<file path="config.mk">
export PLATFORM = sky130hd
export DESIGN_NAME = coh_snoop_ctrl
export DESIGN_NICKNAME = d
export VERILOG_FILES = /design/src/rtl/coh_pkg.sv /design/src/rtl/coh_datapath.sv /design/src/rtl/coh_control.sv /design/src/rtl/coh_snoop_ctrl.sv
export SDC_FILE = /design/constraint.sdc
export NUM_CORES = 1
export LEC_CHECK = 0
export ABC_AREA = 1
export BUFFER_PORTS_ARGS = -buffer_cell sky130_fd_sc_hd__buf_2
export CELL_PAD_IN_SITES_DETAIL_PLACEMENT = 1
export CELL_PAD_IN_SITES_GLOBAL_PLACEMENT = 1
export CORE_MARGIN = 2
export CORE_UTILIZATION = 40
export DETAILED_ROUTE_END_ITERATION = 12
export GPL_ROUTABILITY_DRIVEN = 1
export GPL_TIMING_DRIVEN = 1
export PLACE_DENSITY_LB_ADDON = 0.2
export SLEW_MARGIN = 5
export SYNTH_ARGS = -nofsm -noshare
export SYNTH_HDL_FRONTEND = slang
export SYNTH_HIERARCHICAL = 1
export SYNTH_SLANG_ARGS = --single-unit
</file>
<file path="constraint.sdc">
create_clock -name clk -period 9.46 [get_ports clk]
set_input_delay 2.365 -clock clk [delete_from_list [all_inputs] [get_ports clk]]
set_output_delay 2.365 -clock clk [all_outputs]
set_load 0.03 [all_outputs]
</file>
<file path="src/rtl/coh_pkg.sv">
`timescale 1ns/1ps
package coh_pkg;
  typedef enum logic [1:0] {
    ST_I = 2'd0,
    ST_S = 2'd1,
    ST_M = 2'd2
  } lineState_e;

  typedef enum logic [1:0] {
    CMD_RD  = 2'd0,
    CMD_RDX = 2'd1,
    CMD_UPG = 2'd2,
    CMD_WB  = 2'd3
  } busCmd_e;

  // strobes from the control FSM to the tag/state datapath
  typedef struct packed {
    logic       fillEn;
    lineState_e fillState;
    logic       dropVictim;
    logic       selVictim;
  } ctrlStrobe_t;
endpackage

</file>
<file path="src/rtl/coh_datapath.sv">
`timescale 1ns/1ps
module coh_datapath
  import coh_pkg::*;
#(
  parameter int ADDR_W     = 32,
  parameter int LINE_BYTES = 32,
  parameter int NUM_LINES  = 16,
  localparam int OFF_W  = $clog2(LINE_BYTES),
  localparam int IDX_W  = $clog2(NUM_LINES),
  localparam int LINE_W = ADDR_W - OFF_W,
  localparam int TAG_W  = LINE_W - IDX_W
) (
  input  logic              clk,
  input  logic              rstN,
  input  logic [ADDR_W-1:0] cpuAddr,
  input  ctrlStrobe_t       strobe,
  input  logic              snpValid,
  input  logic [1:0]        snpCmd,
  input  logic [LINE_W-1:0] snpLine,
  output lineState_e        lkState,
  output lineState_e        vicState,
  output logic [LINE_W-1:0] busLine,
  output logic              snpDirty
);
  lineState_e       stateMem [NUM_LINES];
  logic [TAG_W-1:0] tagMem   [NUM_LINES];

  logic [LINE_W-1:0] cpuLine;
  logic [IDX_W-1:0]  cpuIdx;
  logic [TAG_W-1:0]  cpuTag;
  logic              unusedOffset;

  assign cpuLine      = cpuAddr[ADDR_W-1:OFF_W];
  assign cpuIdx       = cpuLine[IDX_W-1:0];
  assign cpuTag       = cpuLine[LINE_W-1:IDX_W];
  assign unusedOffset = ^cpuAddr[OFF_W-1:0];

  // processor-side lookup: slot state, and state of the addressed line
  assign vicState = stateMem[cpuIdx];
  assign lkState  = (tagMem[cpuIdx] == cpuTag) ? stateMem[cpuIdx] : ST_I;
  assign busLine  = strobe.selVictim ? {tagMem[cpuIdx], cpuIdx} : cpuLine;

  // snoop-side lookup
  logic [IDX_W-1:0] snpIdx;
  logic [TAG_W-1:0] snpTag;
  lineState_e       snpSt;
  lineState_e       snpNext;
  logic             snpHit;
  logic             snpApply;
  logic             dirtyNext;
  logic             localUpd;

  assign snpIdx   = snpLine[IDX_W-1:0];
  assign snpTag   = snpLine[LINE_W-1:IDX_W];
  assign snpSt    = stateMem[snpIdx];
  assign snpHit   = snpValid && (tagMem[snpIdx] == snpTag) && (snpSt != ST_I);
  assign localUpd = strobe.fillEn || strobe.dropVictim;
  // a local update to the same slot in the same cycle takes priority
  assign snpApply = snpHit && !(localUpd && (snpIdx == cpuIdx));

  always_comb begin
    snpNext   = snpSt;
    dirtyNext = 1'b0;
    if (snpApply) begin
      case (busCmd_e'(snpCmd))
        CMD_RD: begin
          if (snpSt == ST_M) begin
            snpNext   = ST_S;
            dirtyNext = 1'b1;
          end
        end
        CMD_RDX: begin
          dirtyNext = (snpSt == ST_M);
          snpNext   = ST_I;
        end
        CMD_UPG: snpNext = ST_I;
        default: snpNext = snpSt;
      endcase
    end
  end

  always_ff @(posedge clk) begin
    if (!rstN) begin
      for (int i = 0; i < NUM_LINES; i++) begin
        stateMem[i] <= ST_I;
        tagMem[i]   <= '0;
      end
      snpDirty <= 1'b0;
    end else begin
      snpDirty <= dirtyNext;
      if (snpApply) begin
        stateMem[snpIdx] <= snpNext;
      end
      if (strobe.fillEn) begin
        stateMem[cpuIdx] <= strobe.fillState;
        tagMem[cpuIdx]   <= cpuTag;
      end else if (strobe.dropVictim) begin
        stateMem[cpuIdx] <= ST_I;
      end
    end
  end
endmodule

</file>
<file path="src/rtl/coh_control.sv">
`timescale 1ns/1ps
module coh_control
  import coh_pkg::*;
(
  input  logic        clk,
  input  logic        rstN,
  input  logic        cpuValid,
  input  logic        cpuWrite,
  input  lineState_e  lkState,
  input  lineState_e  vicState,
  input  logic        busGnt,
  input  logic        busDone,
  output logic        cpuReady,
  output logic        busReq,
  output logic        busActive,
  output busCmd_e     busCmd,
  output ctrlStrobe_t strobe
);
  typedef enum logic [2:0] {
    C_IDLE  = 3'd0,
    C_WBREQ = 3'd1,
    C_WBBUS = 3'd2,
    C_REQ   = 3'd3,
    C_BUS   = 3'd4
  } ctlState_e;

  ctlState_e state, nextState;
  busCmd_e   cmdQ, cmdNext;
  logic      canHit;

  assign canHit = (lkState == ST_M) || ((lkState == ST_S) && !cpuWrite);

  always_comb begin
    nextState = state;
    cmdNext   = cmdQ;
    cpuReady  = 1'b0;
    busReq    = 1'b0;
    busActive = 1'b0;
    strobe    = '0;
    case (state)
      C_IDLE: begin
        if (cpuValid) begin
          if (canHit) begin
            cpuReady = 1'b1;
          end else if ((vicState == ST_M) && (lkState == ST_I)) begin
            nextState = C_WBREQ;
          end else begin
            nextState = C_REQ;
          end
        end
      end
      C_WBREQ: begin
        if (vicState != ST_M) begin
          // a snoop took the dirty victim: nothing left to write back
          nextState = C_REQ;
        end else begin
          busReq = 1'b1;
          if (busGnt) begin
            nextState = C_WBBUS;
          end
        end
      end
      C_WBBUS: begin
        busReq           = 1'b1;
        busActive        = 1'b1;
        strobe.selVictim = 1'b1;
        if (busDone) begin
          strobe.dropVictim = 1'b1;
          nextState         = C_REQ;
        end
      end
      C_REQ: begin
        busReq = 1'b1;
        if (busGnt) begin
          // command is fixed from the line state at grant time
          if (!cpuWrite) begin
            cmdNext = CMD_RD;
          end else if (lkState == ST_S) begin
            cmdNext = CMD_UPG;
          end else begin
            cmdNext = CMD_RDX;
          end
          nextState = C_BUS;
        end
      end
      C_BUS: begin
        busReq    = 1'b1;
        busActive = 1'b1;
        if (busDone) begin
          strobe.fillEn    = 1'b1;
          strobe.fillState = (cmdQ == CMD_RD) ? ST_S : ST_M;
          cpuReady         = 1'b1;
          nextState        = C_IDLE;
        end
      end
      default: nextState = C_IDLE;
    endcase
  end

  assign busCmd = (state == C_WBBUS) ? CMD_WB : cmdQ;

  always_ff @(posedge clk) begin
    if (!rstN) begin
      state <= C_IDLE;
      cmdQ  <= CMD_RD;
    end else begin
      state <= nextState;
      cmdQ  <= cmdNext;
    end
  end
endmodule

</file>
<file path="src/rtl/coh_snoop_ctrl.sv">
`timescale 1ns/1ps
module coh_snoop_ctrl
  import coh_pkg::*;
#(
  parameter int ADDR_W     = 32,
  parameter int LINE_BYTES = 32,
  parameter int NUM_LINES  = 16,
  localparam int LINE_W = ADDR_W - $clog2(LINE_BYTES)
) (
  input  logic              clk,
  input  logic              rstN,
  input  logic              cpuValid,
  input  logic              cpuWrite,
  input  logic [ADDR_W-1:0] cpuAddr,
  output logic              cpuReady,
  output logic              busReq,
  input  logic              busGnt,
  output logic              busActive,
  output logic [1:0]        busCmd,
  output logic [LINE_W-1:0] busAddr,
  input  logic              busDone,
  input  logic              snpValid,
  input  logic [1:0]        snpCmd,
  input  logic [LINE_W-1:0] snpLine,
  output logic              snpDirty
);
  ctrlStrobe_t strobe;
  lineState_e  lkState;
  lineState_e  vicState;
  busCmd_e     ctlCmd;

  coh_control uCtl (
    .clk      (clk),
    .rstN     (rstN),
    .cpuValid (cpuValid),
    .cpuWrite (cpuWrite),
    .lkState  (lkState),
    .vicState (vicState),
    .busGnt   (busGnt),
    .busDone  (busDone),
    .cpuReady (cpuReady),
    .busReq   (busReq),
    .busActive(busActive),
    .busCmd   (ctlCmd),
    .strobe   (strobe)
  );

  coh_datapath #(
    .ADDR_W    (ADDR_W),
    .LINE_BYTES(LINE_BYTES),
    .NUM_LINES (NUM_LINES)
  ) uDp (
    .clk     (clk),
    .rstN    (rstN),
    .cpuAddr (cpuAddr),
    .strobe  (strobe),
    .snpValid(snpValid),
    .snpCmd  (snpCmd),
    .snpLine (snpLine),
    .lkState (lkState),
    .vicState(vicState),
    .busLine (busAddr),
    .snpDirty(snpDirty)
  );

  assign busCmd = ctlCmd;
endmodule

</file>
======== Word level (Yosys, flattened, before mapping) ========
Memory sizes are Yosys's and may differ from the RTL's.
Index checks and enable logic that the tools add are counted.
storage, ports and cells
  bits of input ports ..................... 68
  register bits after elaboration ......... 6
  memories kept ........................... 2
  bits in writable memories ............... 400
operators by class
  eq/ne operators ......................... 20
  bitwise operators ....................... 1
  reductions and logical operators ........ 24
  multiplexer cells ....................... 51
memory list
  name          words  bits a word  rd ports  clocked after memory_dff  wr ports  RTL line            text
  uDp.tagMem    16     23           2         0                         16        coh_datapath.sv:26  logic [TAG_W-1:0] tagMem [NUM_LINES];
  uDp.stateMem  16     2            2         0                         16        coh_datapath.sv:25  lineState_e stateMem [NUM_LINES];
operators by type and width
  kind                number
  $eq 23x23->1        2
  $mux 27             1
  $mux 3              9
  $mux 2              12
  $mux 23             1
  $reduce_or 23->1    1
  $mux 1              20
  $pmux 3 s5          1
  $mux 4              3
  $ne 2x2->1 const B  6
  $eq 2x2->1 const B  4
  $reduce_or 2->1     4
  $eq 3x2->1 const B  2
  $logic_and 1x1->1   6
  $logic_not 2->1     3
  $pmux 1 s2          3
  $reduce_and 6->1    1
  $eq 2x1->1 const B  2
  $eq 4x4->1          1
  $pmux 2 s2          1
  $reduce_and 2->1    2
  $eq 3x1->1 const B  1
  $eq 3x3->1 const B  1
  $logic_not 3->1     1
  6 further kinds     8

======== Longest topological paths before layout ========
Gate-level depths: netlist of run 1.
  word-level depth ........................ 13
  mapped depth ............................ 24
  mapped depth without buffers ............ 22

======== Cells and area by module ========
The synthesis of run 1 kept the hierarchy.
modules (own cells, without submodules)
  module        times used  cells an instance  seq. area each (µm²)  area each (µm²)
  coh_datapath  1           2,861              12,031.5              22,769.3
  coh_control   1           66                 100.1                 422.9

======== Least setup slack after synthesis of run 1 ========
OpenSTA, ideal clock, no wires.
  path kind ............................... in2out
  from .................................... in cpuAddr[5]
  to ...................................... out cpuReady
  stages .................................. 17
  buffers on the path ..................... 3
  slack ................................... 2.036 ns
  arrival ................................. 5.059 ns
  cells stage by stage .................... nor2_1 > buf_2 > buf_2 > buf_1 > a22oi_1 > nand2_1 > nand2_1 > nand4_1 > xor2_1 > nand4_1 > nor2_1 > nand3_1 > nor2_1 > nand3_1 > nand2_1 > nand2_1 > o21ai_0
on the way
  cells in the longest elaborated chain, start to end .. 9
  elaborated cells between the ends (all ways) .. 11
  those cells by class .................... eq/ne: 3; mux: 4; reduce/logical: 2; memory: 2
RTL lines
  what                RTL line              text
  start, declared     coh_snoop_ctrl.sv:14  input logic [ADDR_W-1:0] cpuAddr,
  $mem_v2 16x23       -
  $eq 23x23->1        coh_datapath.sv:40    assign lkState = (tagMem[cpuIdx] == cpuTag) ? stateMem[cpuIdx] : ST_I;
  $mux 2 *            coh_datapath.sv:40
  net lkState[0]      coh_snoop_ctrl.sv:28  lineState_e lkState;
  $eq 2x1->1          coh_control.sv:31     assign canHit = (lkState == ST_M) || ((lkState == ST_S) && !cpuWrite);
  $logic_and 1x1->1   coh_control.sv:31
  $logic_or 1x1->1 *  coh_control.sv:31
  $mux 1 *            coh_control.sv:43     if (canHit) begin
  $mux 1 *            coh_control.sv:42     if (cpuValid) begin
  $pmux 1 s2 *        coh_control.sv:40     case (state)
  end, declared       coh_snoop_ctrl.sv:15  output logic cpuReady,
Mark *: on every way through the listed nets, which the timed path passes. The rest lies on a longest branch.

======== Worst setup path in the final report of run 1 ========
  from .................................... in cpuAddr[6]
  to ...................................... out cpuReady
The elaborated chain is that of the path after synthesis.

==> impl_metrics.yaml, run 1 <==
sta:
  fin_worst_skew_ps: 28.2
  worst-slew-pin-transition_ps: 1410
  final_min_period_over_clock_period_pct: 93.6
  max_freq_mhz: 113
  period_needed_ps: 8850
  fin_hold_ws_ps: 559
  setup_viol_count_final: 0
  slew_headroom_pct: 5.89
  timing.final.max_slew_violations: 0
  rsz_0062_raised_after_global_routing: "no"
  fin_tns_setup_ps: 0
  finalHoldViolCount: 0
yosys:
  synth_cell_type_count: 36
  synth-adder-area-share_pct: 0
  postSynthAreaPerCell_um2: 7.92
  mappedNetlistArea_um2: 23200
  synthXorXnorAreaFrac_pct: 0.680
  synthesis.nets: 2995
  synth.ff_latch_count: 406
  synth_simple_gate_area_share_pct: 31.3
  synth-edff-count: 400
  seq_area_frac_synth_pct: 52.3
  synthesis.yosys.warnings: 6
  synth_compound_gate_area_share_pct: 9.94
  synthCells: 2927
  synth_async_sr_flop_share_pct: 0
  multiplexer_fraction_of_the_synthesized_cell_area_pct: 0
  ys_dominant_reg_cell: "sky130_fd_sc_hd__edfxtp_1"
  largest_family_of_logic_cells_by_synthesized_area: "simple AND/OR/NAND/NOR gates"
routing:
  via_per_inst: 5.97
  routed_wire_length_per_instance_um: 27.3
  antenna_violating_nets_post_route: 0
  vias: 22400
  first_pass_detailed_route_iteration_total: 5
  detail_route.wirelength_mm: 102
  detailed_router_s_first_iteration_violation_count: 2320
  drc: 0
placement:
  number_of_placed_cells_counting_well_taps: 3671
  dp_hpwl_mm: 60.9
  place.gp.congestion: 0.892
  numPortBuffers: 95
grt:
  grt_overflow: 0
  maximum_number_of_pins_on_one_net_before_global_route_repair: 102
  antenna_found_initial: 1
  grt_first_pass_wirelength_mm: 148
  grt_total_usage_pct: 34.0
  first_global_vias: 23100
clock_tree:
  cts_resized: 0
  clkTransAtPathRegs_ps: 60
  clock_tree_from_tritoncts: "yes"
  clock_latency_ps: 610
  root_buffer: "sky130_fd_sc_hd__clkbuf_16"
  cts_max_level: 2
  cts_made_buffers: 46
  hold_buffers: 0
  cts_sinks: 406
  post_cts_buffers: 0
  cts.path.max_buffers: 3
floorplan:
  die-width_um: 245
  die-area_um2: 59900
  placeableCoreArea_um2: 57500
  die-height_um: 245
  starting_utilization_of_the_core_area_pct: 40.4
  top_ports: 101
  rows: 88
worst_setup_path:
  timing.critical_path.fanout_max: 23
  crit_path_end: "cpuReady"
  r2r_slack_ps: 5880
  reg2reg_to: "uDp/tagMem[9][7]"
  critical_path.startpoint_type: "input port"
  rr_worst_depth: 9
  critical_path.startpoint: "cpuAddr[6]"
  timing.critical_path.required_ps: 7100
  r2r_start: "uCtl/state[1]"
  worstSetupPathType: "in -> out"
  data_arrival_time_of_the_worst_path_ps: 6490
  worst_setup_ep_type: "primary output"
job:
  maxCapViolCount: 0
pwr:
  pwr_per_cell_area_nw_per_um2: 177
  maximum_vdd_drop_v: 0.000143
  totalPowerFinal_mw: 4.56
  leakage_power_nw: 11.1
final_layout:
  post-route-util_pct: 45.0
  num_antenna_cells: 0
  finish.cell_count_without_fillers: 3752
  final_layout_size_suffix_gt1_share_pct: 9.51
  layout.filler_cells: 6974
  layout.nets: 3022
  syn_to_final_growth_pct: 11.5
status:
  outcome: "complete, no violations"
hold_path:
  hold_path_class: "reg -> reg"
final cells by class:
class                           count  area [µm²]  share of cell area, %
Clock inverter                     21         146                  0.566
Sequential cell                   406       12100                   46.9
Inverter                          130         493                   1.91
Timing Repair Buffer              172        1140                   4.42
Multi-Input combinational cell   2198        9760                   37.7
Clock buffer                       60        1220                   4.74
Tap cell                          765         957                   3.70
cell usage after synthesis, types with 13 or more instances:
library cell                  n  area share [%]
sky130_fd_sc_hd__clkbuf_1   106             1.7
sky130_fd_sc_hd__clkinv_1    25            0.40
sky130_fd_sc_hd__buf_1       26            0.42
sky130_fd_sc_hd__or2_2       13            0.35
sky130_fd_sc_hd__edfxtp_1   400              52
sky130_fd_sc_hd__nand4_1     36            0.97
sky130_fd_sc_hd__a22oi_1    192             6.2
sky130_fd_sc_hd__nand3_1     79             1.7
sky130_fd_sc_hd__o21ai_1     41            0.88
sky130_fd_sc_hd__nor2_1     499             8.1
sky130_fd_sc_hd__nor3_1      25            0.54
sky130_fd_sc_hd__xor2_1      16            0.60
sky130_fd_sc_hd__a21oi_1     46            0.99
sky130_fd_sc_hd__nand2_1   1153              19
sky130_fd_sc_hd__inv_1       96             1.6
sky130_fd_sc_hd__o21ai_0     42            0.91
sky130_fd_sc_hd__o21bai_1    16            0.52
sky130_fd_sc_hd__buf_2       46            0.99
critical path, cell delays in order:
cell and delay [ps]:
sky130_fd_sc_hd__buf_2 170, sky130_fd_sc_hd__nand2_1 140, sky130_fd_sc_hd__clkinv_2 470, sky130_fd_sc_hd__buf_4 420, sky130_fd_sc_hd__a22oi_1 220, sky130_fd_sc_hd__a21oi_1 100, sky130_fd_sc_hd__or2_2 320, sky130_fd_sc_hd__o21ai_0 180
sky130_fd_sc_hd__nand2_1 170, sky130_fd_sc_hd__nor2_1 130, sky130_fd_sc_hd__nand2_1 60, sky130_fd_sc_hd__nor2_1 260, sky130_fd_sc_hd__nand3_1 330, sky130_fd_sc_hd__nor2_1 360, sky130_fd_sc_hd__nand3_1 130, sky130_fd_sc_hd__nand2_1 170
sky130_fd_sc_hd__nand2_1 70, sky130_fd_sc_hd__o21ai_0 160, sky130_fd_sc_hd__buf_2 220
placed cells by master (no fill, tap or decap):
| cell | instances |
|---|---|
| sky130_fd_sc_hd__a211oi_1 | 1 |
| sky130_fd_sc_hd__a21oi_1 | 46 |
| sky130_fd_sc_hd__a22oi_1 | 192 |
| sky130_fd_sc_hd__a31oi_1 | 1 |
| sky130_fd_sc_hd__buf_12 | 7 |
| sky130_fd_sc_hd__buf_2 | 94 |
| sky130_fd_sc_hd__buf_4 | 71 |
| sky130_fd_sc_hd__bufinv_16 | 2 |
| sky130_fd_sc_hd__clkbuf_1 | 13 |
| sky130_fd_sc_hd__clkbuf_16 | 47 |
| sky130_fd_sc_hd__clkinv_1 | 35 |
| sky130_fd_sc_hd__clkinv_2 | 10 |
| sky130_fd_sc_hd__dfxtp_1 | 6 |
| sky130_fd_sc_hd__edfxtp_1 | 400 |
| sky130_fd_sc_hd__inv_1 | 96 |
| sky130_fd_sc_hd__inv_2 | 6 |
| sky130_fd_sc_hd__inv_4 | 1 |
| sky130_fd_sc_hd__inv_6 | 1 |
| sky130_fd_sc_hd__nand2_1 | 1153 |
| sky130_fd_sc_hd__nand2_2 | 3 |
| sky130_fd_sc_hd__nand2_4 | 2 |
| sky130_fd_sc_hd__nand3_1 | 79 |
| sky130_fd_sc_hd__nand3_2 | 10 |
| sky130_fd_sc_hd__nand3_4 | 1 |
| sky130_fd_sc_hd__nand3b_1 | 1 |
| sky130_fd_sc_hd__nand4_1 | 36 |
| sky130_fd_sc_hd__nor2_1 | 492 |
| sky130_fd_sc_hd__nor2_2 | 8 |
| sky130_fd_sc_hd__nor2_4 | 6 |
| sky130_fd_sc_hd__nor3_1 | 25 |
| sky130_fd_sc_hd__nor3_2 | 1 |
| sky130_fd_sc_hd__o21ai_0 | 42 |
| sky130_fd_sc_hd__o21ai_1 | 41 |
| sky130_fd_sc_hd__o21bai_1 | 16 |
| sky130_fd_sc_hd__o21bai_4 | 1 |
| sky130_fd_sc_hd__o22ai_1 | 9 |
| sky130_fd_sc_hd__o32ai_1 | 1 |
| sky130_fd_sc_hd__or2_2 | 13 |
| sky130_fd_sc_hd__xnor2_1 | 2 |
| sky130_fd_sc_hd__xor2_1 | 16 |
registers in the layout, indices dropped and copies added, names as in the netlist:
register,cells
uDp/tagMem,368
uDp/stateMem,32
uCtl/state,3
uCtl/cmdQ,2
uDp/snpDirty,1
cell families (layout without fill, tap and decap cells):
group           count (synthesis)  after routing
flops                         406            406
simple gates                 1830           1830
buf+inv                       323            383
xor+xnor                       18             18
compound gates                350            350
power by group:
part           internal, mW  switching (mW)  leakage [nW]
logic                 0.181           0.598          6.26
clock network         0.960           0.750         0.674
registers              2.04          0.0397          4.18
worst min-delay path by stage:
stage | to | cells past startpoint | startpoint
detailed placement | uCtl/cmdQ[1] | 2 | uCtl/cmdQ[1]
global route | uCtl/cmdQ[1] | 2 | uCtl/cmdQ[1]
floorplan | uCtl/cmdQ[0] | 2 | uCtl/cmdQ[0]
global placement | uCtl/cmdQ[0] | 2 | uCtl/cmdQ[0]
CTS | uCtl/cmdQ[1] | 2 | uCtl/cmdQ[1]
finish | uCtl/cmdQ[0] | 2 | uCtl/cmdQ[0]
through the flow:
stage                     instance area (µm²)  setup WS [ps]
after floorplan                         23200           2040
after global placement                  24500            919
after detailed placement                24500            779
after CTS                               25900            756
after global routing                    25900            467
final                                   25900            608
per-layer routing:
layer | track usage (%) | part of all wire (%)
met1 | 43.9 | 40
met2 | 55.7 | 46
met3 | 5.25 | 9.3
met4 | 16.5 | 5.0
met5 | 0 | 0.013
Note: power is estimated with default switching activity, not from simulation.
==> inputs of run 2 (changes only) <==
--- a/config.mk
+++ b/config.mk
@@ -11,6 +11,7 @@
 export CELL_PAD_IN_SITES_GLOBAL_PLACEMENT = 1
 export CORE_MARGIN = 2
 export CORE_UTILIZATION = 40
+export CTS_BUF_LIST = sky130_fd_sc_hd__clkbuf_4 sky130_fd_sc_hd__clkbuf_8 sky130_fd_sc_hd__clkbuf_16
 export DETAILED_ROUTE_END_ITERATION = 12
 export GPL_ROUTABILITY_DRIVEN = 1
 export GPL_TIMING_DRIVEN = 1
==> run 2 against run 1 <==
  * Count of clock-buffer cells in the layout stayed put
  * First-iteration DRC count is 2.0% higher
  * Clock skew is 8.0 ps lower
  * Largest power group unchanged
  * Core utilization is 0.085 points higher
  * Highest routed layer unchanged
  * Combinational power hardly changed
  * Critical path type unchanged
==> impl_metrics.yaml, run 2 (synthesized netlist as in run 1, its figures left out) <==
final_layout:
  largest_register: "uDp/tagMem"
  finish.cell_count_without_fillers: 3752
  largest_register_ffs: 368
  num_antenna_cells: 0
  layout.cells.most_common_list: "1,153 x sky130_fd_sc_hd__nand2_1, 492 x sky130_fd_sc_hd__nor2_1, 400 x sky130_fd_sc_hd__edfxtp_1, 192 x sky130_fd_sc_hd__a22oi_1, 96 x sky130_fd_sc_hd__inv_1"
  top_regs: "uDp/tagMem x368, uDp/stateMem x32, uCtl/state x3"
  layout_commonest_cell: "sky130_fd_sc_hd__nand2_1"
  post-route-util_pct: 45.1
  final_layout_size_suffix_gt1_share_pct: 9.94
  layout.nets: 3022
  syn_to_final_growth_pct: 11.7
routing:
  first_pass_detailed_route_iteration_total: 5
  vias: 22400
  detail_route.wirelength_mm: 102
  detailed_router_s_first_iteration_violation_count: 2366
  antenna_violating_nets_post_route: 0
  drc: 0
  routed_wire_length_per_instance_um: 27.3
  via_per_inst: 5.97
worst_setup_path:
  rr_worst_depth: 9
  worst_setup_ep_type: "primary output"
  r2r_start: "uCtl/state[1]"
  crit_path_end: "cpuReady"
  worst-path-stages: 19
  worstSetupPathType: "in -> out"
  critical_path.startpoint: "cpuAddr[6]"
  data_arrival_time_of_the_worst_path_ps: 6430
  timing.critical_path.required_ps: 7100
  critical-path-top-cell-by-count: "sky130_fd_sc_hd__nand2_1"
  critical_path.top_delay_family: "simple AND/OR/NAND/NOR gates"
  biggest_cell_delay_along_the_critical_path_ps: 480
  critical_path.startpoint_type: "input port"
  critical_path.cell_chain: "buf_2 -> nand2_1 -> clkinv_2 -> buf_4 -> a22oi_1 -> a21oi_1 -> or2_2 -> o21ai_0 -> nand2_1 -> nor2_1 -> nand2_1 -> nor2_1 -> nand3_1 -> nor2_1 -> nand3_1 -> nand2_1 -> nand2_1 -> o21ai_0 -> buf_2"
  r2r_slack_ps: 5850
  crit_path_top_delay_cell: "sky130_fd_sc_hd__clkinv_2"
  timing.critical_path.fanout_max: 23
  timing.critical_path.buf_inv: 4
  reg2reg_to: "uDp/tagMem[9][7]"
sta:
  timing.final.max_slew_violations: 0
  rsz_0062_raised_after_global_routing: "no"
  period_needed_ps: 8800
  fin_worst_skew_ps: 20.2
  setup_viol_count_final: 0
  max_freq_mhz: 114
  fin_tns_setup_ps: 0
  slew_headroom_pct: 6.48
  worst-slew-pin-transition_ps: 1400
  finalHoldViolCount: 0
  final_min_period_over_clock_period_pct: 93.0
floorplan:
  die-width_um: 245
  rows: 88
  die-height_um: 245
  top_ports: 101
  placeableCoreArea_um2: 57500
  starting_utilization_of_the_core_area_pct: 40.4
  die-area_um2: 59900
pwr:
  maximum_vdd_drop_v: 0.000142
  leakage_power_nw: 11.2
  pwr_per_cell_area_nw_per_um2: 178
status:
  outcome: "complete, no violations"
grt:
  antenna_found_initial: 1
  grt_first_pass_wirelength_mm: 148
  maximum_number_of_pins_on_one_net_before_global_route_repair: 102
  first_global_vias: 23100
  grt_overflow: 0
  grt_total_usage_pct: 33.9
placement:
  number_of_placed_cells_counting_well_taps: 3671
  dp_hpwl_mm: 60.9
  numPortBuffers: 95
  place.gp.congestion: 0.892
clock_tree:
  clkTransAtPathRegs_ps: 60
  hold_buffers: 0
  cts.path.max_buffers: 3
  cts_sinks: 406
  root_buffer: "sky130_fd_sc_hd__clkbuf_16"
  cts_resized: 0
  cts_max_level: 2
  clock_latency_ps: 600
  post_cts_buffers: 0
  clock_tree_from_tritoncts: "yes"
  cts_made_buffers: 46
hold_path:
  hold_path_class: "reg -> reg"
  min-delay-start: "uCtl/cmdQ[1]"
  min_delay_path_depth: 2
job:
  maxCapViolCount: 0
## run 2: cell types whose count changed in the layout (fill, tap and decap cells not counted)
| cell | delta |
|---|---|
| sky130_fd_sc_hd__clkbuf_1 | -13 |
| sky130_fd_sc_hd__clkbuf_4 | +13 |
## run 2: worst reg2reg max path, stage by stage, from the launching register on
cell                       delay [ps]
sky130_fd_sc_hd__dfxtp_1          430
sky130_fd_sc_hd__nor2_2            90
sky130_fd_sc_hd__nand2_2          130
sky130_fd_sc_hd__nor2_2            90
sky130_fd_sc_hd__nand2_1           80
sky130_fd_sc_hd__clkinv_1         540
sky130_fd_sc_hd__nand3_1          300
sky130_fd_sc_hd__buf_4            500
sky130_fd_sc_hd__nand2_1          670
sky130_fd_sc_hd__buf_4            480
## run 2: stage by stage
| step | worst slack, ps | instance area [µm²] | total power, mW | hold slack [ps] |
|---|---|---|---|---|
| 6_report | 663 | 25900 | 4.60 | 558 |
| 5_1_grt | 478 | 25900 | 4.73 | 586 |
| 4_1_cts | 756 | 25900 | 4.61 | 555 |
| 3_5_place_dp | 779 | 24500 | 2.87 | 545 |
| 3_3_place_gp | 919 | 24500 | 2.85 | 510 |
| 2_1_floorplan | 2040 | 23200 | 2.55 | 474 |
## run 2: how the worst min path moves through the flow
| stage | endpoint | slack (ps) |
|---|---|---|
| 3_3_place_gp | uCtl/cmdQ[0] | 510 |
| 6_report | uCtl/cmdQ[1] | 560 |
| 4_1_cts | uCtl/cmdQ[1] | 550 |
| 2_1_floorplan | uCtl/cmdQ[0] | 470 |
| 5_1_grt | uCtl/cmdQ[1] | 590 |
| 3_5_place_dp | uCtl/cmdQ[1] | 550 |
## run 2: final cells by class
type	count	area, µm²
Tap cell	765	957
Multi-Input combinational cell	2198	9760
Clock buffer	60	1270
Timing Repair Buffer	172	1140
Fill cell	6973	31600
Inverter	130	493
Clock inverter	21	146
Sequential cell	406	12100
## run 2: power breakdown
group	switching (mW)	internal [mW]
Sequential	0.0396	2.04
Combinational	0.598	0.181
Clock	0.749	0.998
## run 2: layer usage
layer	global-route usage [%]	vias to the layer above	routed length [µm]
met4	16.4	2	4980
met2	55.8	1229	47300
li1	-	9736	-
met1	43.7	11100	40100
met3	5.42	287	10100
met5	0	-	13
